--- src/rtl/gpio_mb_pkg.sv ---
package gpio_mb_pkg;

  localparam int NUM_BANKS  = 4;
  localparam int BANK_IDX_W = $clog2(NUM_BANKS);
  localparam int DATA_W     = 32;
  localparam int HALF_W     = DATA_W / 2;
  localparam int ADDR_W     = 12;
  localparam int BANK_WIDTH [NUM_BANKS] = '{32, 22, 32, 32};

  // address map
  localparam logic [ADDR_W-1:0] HALF_PORT_END = ADDR_W'(8 * NUM_BANKS);
  localparam logic [ADDR_W-1:0] PINS_BASE     = ADDR_W'('h060);
  localparam logic [ADDR_W-1:0] PINS_END      = ADDR_W'('h060 + 4 * NUM_BANKS);
  localparam logic [ADDR_W-1:0] CFG_BASE      = ADDR_W'('h200);
  localparam logic [ADDR_W-1:0] CFG_END       = ADDR_W'('h200 + 'h40 * NUM_BANKS);
  localparam logic [5:0] SUB_DIR   = 6'h04;
  localparam logic [5:0] SUB_OE    = 6'h08;
  localparam logic [5:0] SUB_IMASK = 6'h0C;
  localparam logic [5:0] SUB_IARM  = 6'h10;
  localparam logic [5:0] SUB_IDIS  = 6'h14;

  localparam logic [DATA_W-1:0] BANK0_FIXED_OUT = 32'h0000_0180;

  function automatic int bankBase(int b);
    int acc = 0;
    for (int i = 0; i < b; i++) acc += BANK_WIDTH[i];
    return acc;
  endfunction

  localparam int TOTAL_PINS = bankBase(NUM_BANKS);

  function automatic logic [DATA_W-1:0] implMask(int b);
    if (BANK_WIDTH[b] >= DATA_W) return '1;
    return (DATA_W'(1) << BANK_WIDTH[b]) - DATA_W'(1);
  endfunction

  function automatic logic [DATA_W-1:0] fixedOutMask(int b);
    return (b == 0) ? BANK0_FIXED_OUT : '0;
  endfunction

  // keep bits under a set mask, take data where the mask is clear
  function automatic logic [HALF_W-1:0] halfMerge(logic [HALF_W-1:0] old,
                                                  logic [DATA_W-1:0] word);
    logic [HALF_W-1:0] keep;
    keep = word[DATA_W-1:HALF_W];
    return (old & keep) | (word[HALF_W-1:0] & ~keep);
  endfunction

  typedef enum logic [2:0] {
    RD_NONE,
    RD_PINS,
    RD_DIR,
    RD_OE,
    RD_IMASK
  } rdSel_e;

  typedef struct packed {
    logic [NUM_BANKS-1:0]  loWr;
    logic [NUM_BANKS-1:0]  hiWr;
    logic [NUM_BANKS-1:0]  dirWr;
    logic [NUM_BANKS-1:0]  oeWr;
    logic [NUM_BANKS-1:0]  armWr;
    logic [NUM_BANKS-1:0]  disWr;
    rdSel_e                rdSel;
    logic [BANK_IDX_W-1:0] rdBank;
  } strobe_t;

endpackage

--- src/rtl/gpio_mb_ctrl.sv ---
module gpio_mb_ctrl
  import gpio_mb_pkg::*;
(
  input  logic              regWrEn,
  input  logic              regRdEn,
  input  logic [ADDR_W-1:0] regAddr,
  output strobe_t           strobes
);

  logic                  aligned;
  logic                  inHalf;
  logic                  inPins;
  logic                  inCfg;
  logic [BANK_IDX_W-1:0] halfIdx;
  logic [BANK_IDX_W-1:0] pinsIdx;
  logic [BANK_IDX_W-1:0] cfgIdx;
  logic [5:0]            cfgSub;

  assign aligned = (regAddr[1:0] == 2'b00);
  assign inHalf  = aligned && (regAddr < HALF_PORT_END);
  assign inPins  = aligned && (regAddr >= PINS_BASE) && (regAddr < PINS_END);
  assign inCfg   = aligned && (regAddr >= CFG_BASE) && (regAddr < CFG_END);
  assign halfIdx = regAddr[3 +: BANK_IDX_W];
  assign pinsIdx = regAddr[2 +: BANK_IDX_W];
  assign cfgIdx  = regAddr[6 +: BANK_IDX_W];
  assign cfgSub  = regAddr[5:0];

  always_comb begin
    strobes        = '0;
    strobes.rdSel  = RD_NONE;
    strobes.rdBank = '0;

    if (regWrEn) begin
      if (inHalf) begin
        if (regAddr[2]) strobes.hiWr[halfIdx] = 1'b1;
        else            strobes.loWr[halfIdx] = 1'b1;
      end
      if (inCfg) begin
        unique case (cfgSub)
          SUB_DIR:  strobes.dirWr[cfgIdx] = 1'b1;
          SUB_OE:   strobes.oeWr[cfgIdx]  = 1'b1;
          SUB_IARM: strobes.armWr[cfgIdx] = 1'b1;
          SUB_IDIS: strobes.disWr[cfgIdx] = 1'b1;
          default:  ;
        endcase
      end
    end

    if (regRdEn) begin
      if (inPins) begin
        strobes.rdSel  = RD_PINS;
        strobes.rdBank = pinsIdx;
      end else if (inCfg) begin
        strobes.rdBank = cfgIdx;
        unique case (cfgSub)
          SUB_DIR:   strobes.rdSel = RD_DIR;
          SUB_OE:    strobes.rdSel = RD_OE;
          SUB_IMASK: strobes.rdSel = RD_IMASK;
          default:   strobes.rdSel = RD_NONE;
        endcase
      end
    end
  end

endmodule

--- src/rtl/gpio_mb_datapath.sv ---
module gpio_mb_datapath
  import gpio_mb_pkg::*;
(
  input  logic                  clk,
  input  logic                  rstN,
  input  strobe_t               strobes,
  input  logic [DATA_W-1:0]     regWrData,
  input  logic [TOTAL_PINS-1:0] padIn,
  output logic [TOTAL_PINS-1:0] padOut,
  output logic [TOTAL_PINS-1:0] padOe,
  output logic [DATA_W-1:0]     regRdData
);

  logic [DATA_W-1:0] pinsView  [NUM_BANKS];
  logic [DATA_W-1:0] dirView   [NUM_BANKS];
  logic [DATA_W-1:0] oeView    [NUM_BANKS];
  logic [DATA_W-1:0] imaskView [NUM_BANKS];

  for (genvar b = 0; b < NUM_BANKS; b++) begin : g_bank
    localparam int                W     = BANK_WIDTH[b];
    localparam int                BASE  = bankBase(b);
    localparam logic [DATA_W-1:0] IMPL  = implMask(b);
    localparam logic [DATA_W-1:0] FIXED = fixedOutMask(b);

    logic [DATA_W-1:0] dirQ, oeQ, latQ, imaskQ;
    logic [DATA_W-1:0] syncA, syncB, padExt, latNext;

    always_comb begin
      padExt          = '0;
      padExt[W-1:0]   = padIn[BASE +: W];
    end

    always_comb begin
      latNext = latQ;
      if (strobes.loWr[b]) latNext[HALF_W-1:0]      = halfMerge(latQ[HALF_W-1:0], regWrData);
      if (strobes.hiWr[b]) latNext[DATA_W-1:HALF_W] = halfMerge(latQ[DATA_W-1:HALF_W], regWrData);
      latNext = latNext & IMPL;
    end

    always_ff @(posedge clk or negedge rstN) begin
      if (!rstN) begin
        dirQ   <= FIXED;
        oeQ    <= '0;
        latQ   <= '0;
        imaskQ <= IMPL;
        syncA  <= '0;
        syncB  <= '0;
      end else begin
        syncA <= padExt;
        syncB <= syncA;
        latQ  <= latNext;
        if (strobes.dirWr[b]) dirQ <= (regWrData & IMPL) | FIXED;
        if (strobes.oeWr[b])  oeQ  <= regWrData & IMPL;
        if (strobes.armWr[b])      imaskQ <= imaskQ & ~regWrData;
        else if (strobes.disWr[b]) imaskQ <= (imaskQ | regWrData) & IMPL;
      end
    end

    assign padOut[BASE +: W] = latQ[W-1:0];
    assign padOe[BASE +: W]  = dirQ[W-1:0] & oeQ[W-1:0];

    assign pinsView[b]  = syncB;
    assign dirView[b]   = dirQ;
    assign oeView[b]    = oeQ;
    assign imaskView[b] = imaskQ;
  end

  logic [DATA_W-1:0] rdNext;

  always_comb begin
    unique case (strobes.rdSel)
      RD_PINS:  rdNext = pinsView[strobes.rdBank];
      RD_DIR:   rdNext = dirView[strobes.rdBank];
      RD_OE:    rdNext = oeView[strobes.rdBank];
      RD_IMASK: rdNext = imaskView[strobes.rdBank];
      default:  rdNext = '0;
    endcase
  end

  always_ff @(posedge clk or negedge rstN) begin
    if (!rstN) regRdData <= '0;
    else       regRdData <= rdNext;
  end

endmodule

--- src/rtl/gpio_multibank.sv ---
module gpio_multibank
  import gpio_mb_pkg::*;
(
  input  logic                  clk,
  input  logic                  rstN,
  input  logic                  regWrEn,
  input  logic                  regRdEn,
  input  logic [ADDR_W-1:0]     regAddr,
  input  logic [DATA_W-1:0]     regWrData,
  output logic [DATA_W-1:0]     regRdData,
  input  logic [TOTAL_PINS-1:0] padIn,
  output logic [TOTAL_PINS-1:0] padOut,
  output logic [TOTAL_PINS-1:0] padOe
);

  strobe_t strobes;

  gpio_mb_ctrl i_ctrl (
    .regWrEn (regWrEn),
    .regRdEn (regRdEn),
    .regAddr (regAddr),
    .strobes (strobes)
  );

  gpio_mb_datapath i_dp (
    .clk       (clk),
    .rstN      (rstN),
    .strobes   (strobes),
    .regWrData (regWrData),
    .padIn     (padIn),
    .padOut    (padOut),
    .padOe     (padOe),
    .regRdData (regRdData)
  );

endmodule

--- config.mk ---
export PLATFORM = sky130hd
export DESIGN_NAME = gpio_multibank
export DESIGN_NICKNAME = d
export VERILOG_FILES = /design/src/rtl/gpio_mb_pkg.sv /design/src/rtl/gpio_mb_ctrl.sv /design/src/rtl/gpio_mb_datapath.sv /design/src/rtl/gpio_multibank.sv
export SDC_FILE = /design/constraint.sdc
export NUM_CORES = 1
export LEC_CHECK = 0
export BUFFER_PORTS_ARGS = -buffer_cell sky130_fd_sc_hd__clkbuf_2
export CAP_MARGIN = 20
export CORE_MARGIN = 10
export CORE_UTILIZATION = 35
export DETAILED_ROUTE_END_ITERATION = 8
export GPL_ROUTABILITY_DRIVEN = 0
export RECOVER_POWER = 50
export REMOVE_ABC_BUFFERS = 1
export SLEW_MARGIN = 20
export SYNTH_ARGS = -nofsm -noshare
export SYNTH_HDL_FRONTEND = slang
export SYNTH_SLANG_ARGS = --single-unit
--- constraint.sdc ---
create_clock -name clk -period 1.6 [get_ports clk]
set_clock_uncertainty 0.05 [all_clocks]
set_input_delay 0.24 -clock clk [delete_from_list [all_inputs] [get_ports clk]]
set_output_delay 0.24 -clock clk [all_outputs]
set_load 0.02 [all_outputs]
# After elaboration in Yosys (flattened, before gate mapping)
# Cells that the tools add are included.
# totals
reg_bits	748
word_cells	130
output_inout_bits	268
# classes
n_reduce_logical	12
bitwise_logic	32
n_eq_ne	9
n_lt_le_gt_ge	10
mux	38
# ops
cell	n
$mux 32	16
$bmux 32 s2	4
$and 32x32->32	7
$and 16x16->16	8
$pmux 32 s4	1
$or 16x16->16	7
$or 32x32->32	3
$not 32->32	1
$mux 24	1
$mux 4	6
$and 22x22->22	1
$or 22x22->22	1
$mux 16	1
$not 16->16	1
$mux 5	3
$eq 6x4->1 const B	2
$eq 6x5->1 const B	2
$ge 12x10->1 const B	1
$ge 12x7->1 const B	1
$lt 12x10->1 const B	1
$lt 12x6->1 const B	1
$lt 12x7->1 const B	1
$pmux 3 s3	1
$mux 8	1
15 further kinds	29

# Depth between registers and ports, before layout
# depth
ltp_word	11
ltp_mapped	10
mapped_depth_nobuf	6

# By module
# Synthesis repeated with hierarchy kept, for this count alone.
# unflattened
cells_unflattened	2096
hier_area_um2	30156.4
# by_module_without_submodules
mod	area_each_um2	instances	cells_each	seq_area_each_um2
gpio_mb_datapath	29721.0	1	2026	18865.6
gpio_mb_ctrl	435.4	1	70	0.0

# Worst setup path before layout
# OpenSTA, ideal clock, no wires.
# synth_path
path_kind	input port to flip-flop
start	in regAddr[7]
end	reg i_dp.regRdData[0]
required_time_ns	1.404
arrival_ns	2.182
path_buffers	2
slack_ns	-0.777
path_stages	8
path_cell_list	buf_4 > and4bb_1 > nand4_1 > nand2_1 > clkbuf_1 > mux2_2 > a222oi_1 > o2111ai_1
# synth_via
elab_chain_len	11
elab_cells_between_ends	29
# synth_lines
element	line	source
start, declared	gpio_multibank.sv:8	input logic [ADDR_W-1:0] regAddr,
$ge 12x10->1	gpio_mb_ctrl.sv:22	assign inCfg = aligned && (regAddr >= CFG_BASE) && (regAddr < CFG_END);
$logic_and 1x1->1 (2 in a row)	gpio_mb_ctrl.sv:22	
$mux 5	gpio_mb_ctrl.sv:53	end else if (inCfg) begin
$mux 5 *	gpio_mb_ctrl.sv:50	if (inPins) begin
$mux 5 *	gpio_mb_ctrl.sv:49	if (regRdEn) begin
$not 2->3 (not written as such)	--	
$bmux 32 s2, on equally long branches	--	
$mux 32, on equally long branches (2 in a row)	--	
$pmux 32 s4 *	gpio_mb_datapath.sv:71	unique case (strobes.rdSel)
net i_dp.rdNext[0]	gpio_mb_datapath.sv:68	logic [DATA_W-1:0] rdNext;
end signal, assigned	gpio_mb_datapath.sv:82	else regRdData <= rdNext;
end, declared	gpio_mb_datapath.sv:11	output logic [DATA_W-1:0] regRdData
# Mark *: on every way through the listed nets, which the timed path passes. The rest lies on a longest branch. The select of a mux whose other input is x is not followed.
# A chain may end at the register's enable or synchronous reset.

# Final worst setup path
# layout_path
start	in regAddr[10]
end	reg i_dp.regRdData[7]
# The elaborated chain is that of the path after synthesis.

==> metrics.md <==
| Metric | Value |
|---|---|
| Number of synthesized flops with an enable pin | 0 |
| Setup TNS Final | -122490 ps |
| Htree depth | 3 |
| Synth async-reset ratio | 100.0% |
| Synth Instances | 2276 |
| Slowest-stage cell, CP | or4b_1 |
| Via density | 5.197 |
| Layout Cells excl Fill | 4404 |
| DRT antenna net count | 0 |
| Synthesized cell area | 30800 µm² |
| Clk sink count | 748 |
| Iteration-0 DRC count of the detailed router | 1905 |
| Max-cap violations | 0 |
| Failing checks | negative setup slack |
| TritonCTS clock tree | yes |
| CP Buf/Inv Count | 4 |
| Die width | 316.6 µm |
| Required @ worst endpoint | 2090 ps |
| YS warnings | 0 |
| Hold crit path type | input pin to flop |
| Crit. End Element | flop |
| Rel. slew slack | 10.75% |
| Final setup fails | 1047 |
| Worst slew pin tran | 1337 ps |
| Peak supply drop | 0.7210 mV |
| Startpoint types | input pin |
| Pin count of the biggest net entering global routing | 96 |
| WHS | 140.4 ps |
| Pre-CTS setup slack | -1397 ps |
| Reg clk slew, reported paths | 60 ps |
| Placed insts | 3869 |
| Register area share after synthesis | 61.26% |
| Multi-input gate area | 13910 µm² |
| Pwr Density | 875.4 nW/µm² |
| CTS root buf | clkbuf_16 |
| Worst Path Arrival | 2520 ps |
| Upper clock frequency limit | 492.3 MHz |
| Share of cells above drive strength 1 | 61.96% |
| Setup CP Type | input pin to flop |
| Clock insertion delay at the later pin of the skew report | 670 ps |
| Total power | 40.66 mW |
| Worst Slack Setup Final | -431.2 ps |
| Syn Area/Cell | 13.53 µm² |
| Filler Cell Count | 7058 |
| Max Slew Vio Count | 0 |
| GRT Util Overall | 21.34% |
| Worst path top cell family by delay | simple AND/OR/NAND/NOR gates |
| First-pass DRT Iterations | 7 |
| CTS max path bufs | 3 |
| FF+latch area | 18870 µm² |
| Die area | 100300 µm² |
| Hold Violations, Final | 0 |
| Fin crit share | 127.0% |
| Distinct cells, synth | 51 |
| Total wire length | 119.6 mm |
| Layout net count | 3342 |
| TritonCTS Buffers | 83 |
| Main synth FF type | dfrtp_1 |
| Unrepaired setup endpoints after global routing | true |
| Final worst path period need | 2031 ps |
| Syn-to-layout area delta | 50.83% |
| IO Count | 434 |
| Placed wire-length estimate | 70.64 mm |
| Initial Utilization | 35.39% |
| Crit path largest cell delay | 480 ps |
| Initial antenna violation count | 1 |
| Routed WL per cell | 27.17 µm |
| DR DRC count | 0 |
| DIE HEIGHT | 316.6 µm |
| CORE AREA | 87020 µm² |
| Leak Pwr | 21.85 nW |
| Total grt overflow | 0 |
| First-pass GRT wire length | 159.1 mm |
| Placement Rows | 108 |
| Worst Path Max Fanout | 7 |
| Port bufs | 433 |
| Status | complete, but fails checks |
| Vias | 22.89k |
| Synthesized flop and latch total | 748 |
| Cells along the critical path | buf_8, nor4_4, buf_4, nand4_1, buf_6, nand2_8, buf_12, mux2_2, a222oi_1, or4b_1 |
| Vias in the first global route | 23.71k |
placed cells by master, fill, tap and decap left out, types with 29 or more instances in the layout:
master         instances
a222oi_1              53
and2_4               101
buf_12                85
buf_4                265
buf_6                146
clkbuf_1              31
clkbuf_16            109
clkbuf_2             309
dfrtp_1              630
dfstp_2              118
dlygate4sd3_1        120
mux2_2               270
mux2_4               334
nand2_1              186
nor2_4               111
o2111ai_1             29
final timing paths:
path,start,end,slack (ps),depth (start not counted)
worst max-delay path,regAddr[10],i_dp.regRdData[7],-430,10
max in group asynchronous,rstN,i_dp.g_bank[1].dirQ[18],-330,3
worst min register to register,i_dp.g_bank[2].syncA[2],i_dp.g_bank[2].syncB[2],290,0
worst max register to register,i_dp.g_bank[3].dirQ[31],i_dp.regRdData[31],-160,4
worst min-delay path,regWrData[2],flop,140,3
min in group asynchronous,rstN,async pin,940,2
where the power goes:
part	switching, mW	total [mW]	internal (mW)	leakage [nW]
combinational	1.11	1.71	0.601	11.0
sequential	0.0978	19.4	19.3	9.47
clock	8.22	19.6	11.4	1.39
total	9.43	40.7	31.2	21.8
worst min-delay path: stages:
cell      delay [ps]
clkbuf_2         290
nand2_4          140
mux2_4           150
routing by layer:
| layer | vias to the layer above | share of wire (%) | global-route usage, % |
|---|---|---|---|
| met5 | - | 0 | 0 |
| met4 | 0 | 3.2 | 7.514 |
| met3 | 189 | 7.6 | 4.863 |
| met2 | 880 | 48 | 35.26 |
| met1 | 12012 | 41 | 27.27 |
| li1 | 9805 | - | - |
metrics by stage:
stage,cell area (µm²),util (%)
final,46450,53.37
after floorplan,29980,-
after global routing,46440,53.37
after global placement,35930,41.28
after CTS,41500,47.69
after detailed placement,35930,41.28
synthesized netlist by cell type, types with 2 or more instances:
cell	number	area share, %
nor3_1	4	0.065
a222oi_1	53	1.7
nor4_2	2	0.081
nor2_1	135	1.6
a32o_1	10	0.33
mux2_1	37	1.4
nand2b_1	4	0.081
a21oi_1	28	0.46
mux2i_1	28	0.91
nand3_1	30	0.49
nand4_1	4	0.081
and4bb_1	2	0.081
nor4b_1	2	0.057
buf_2	52	0.85
and3b_1	2	0.057
and2_1	129	2.6
o21ai_0	11	0.18
clkbuf_2	9	0.15
nand2_1	211	2.6
dfrtp_1	630	51
nand4b_1	3	0.085
nor4_4	3	0.21
nand3b_1	3	0.073
o2111ai_1	29	0.82
and3_1	3	0.061
mux2_2	580	21
buf_6	4	0.15
buf_4	6	0.15
dfstp_2	118	10
clkbuf_1	111	1.4
nor4_1	2	0.041
buf_1	2	0.024
or4_1	9	0.22
o22a_1	2	0.057
o221ai_1	2	0.057
what timing repair did:
action                     CTS  global route
resized for setup          144          1041
setup endpoints to repair  625           627
hold buffers               120             0
pin swaps                   35           128
gates cloned                23            28
buffers inserted            39           180
hold endpoints to repair   774             0
cell type report:
class                           instances  share of cell area [%]
Multi-Input combinational cell       1346                   29.95
Sequential cell                       748                   40.62
Timing Repair Buffer                  997                   20.23
Clock buffer                          112                   5.029
Tap cell                             1155                   3.111
Antenna cell                            2                 0.01077
Clock inverter                         44                   1.053
kinds of logic (layout without fill, tap and decap cells):
| kind of cell | Yosys count | in the layout | synth area share (%) |
|---|---|---|---|
| AOI/OAI and AO/OA | 144 | 146 | 3.868 |
| buffers and inverters | 184 | 1153 | 2.661 |
| DFF | 748 | 748 | 61.26 |
| muxes | 645 | 645 | 23.47 |
| other | 0 | 2 | 0 |
| and+or+nand+nor | 555 | 555 | 8.739 |
Power figures use the tool's default switching activity.
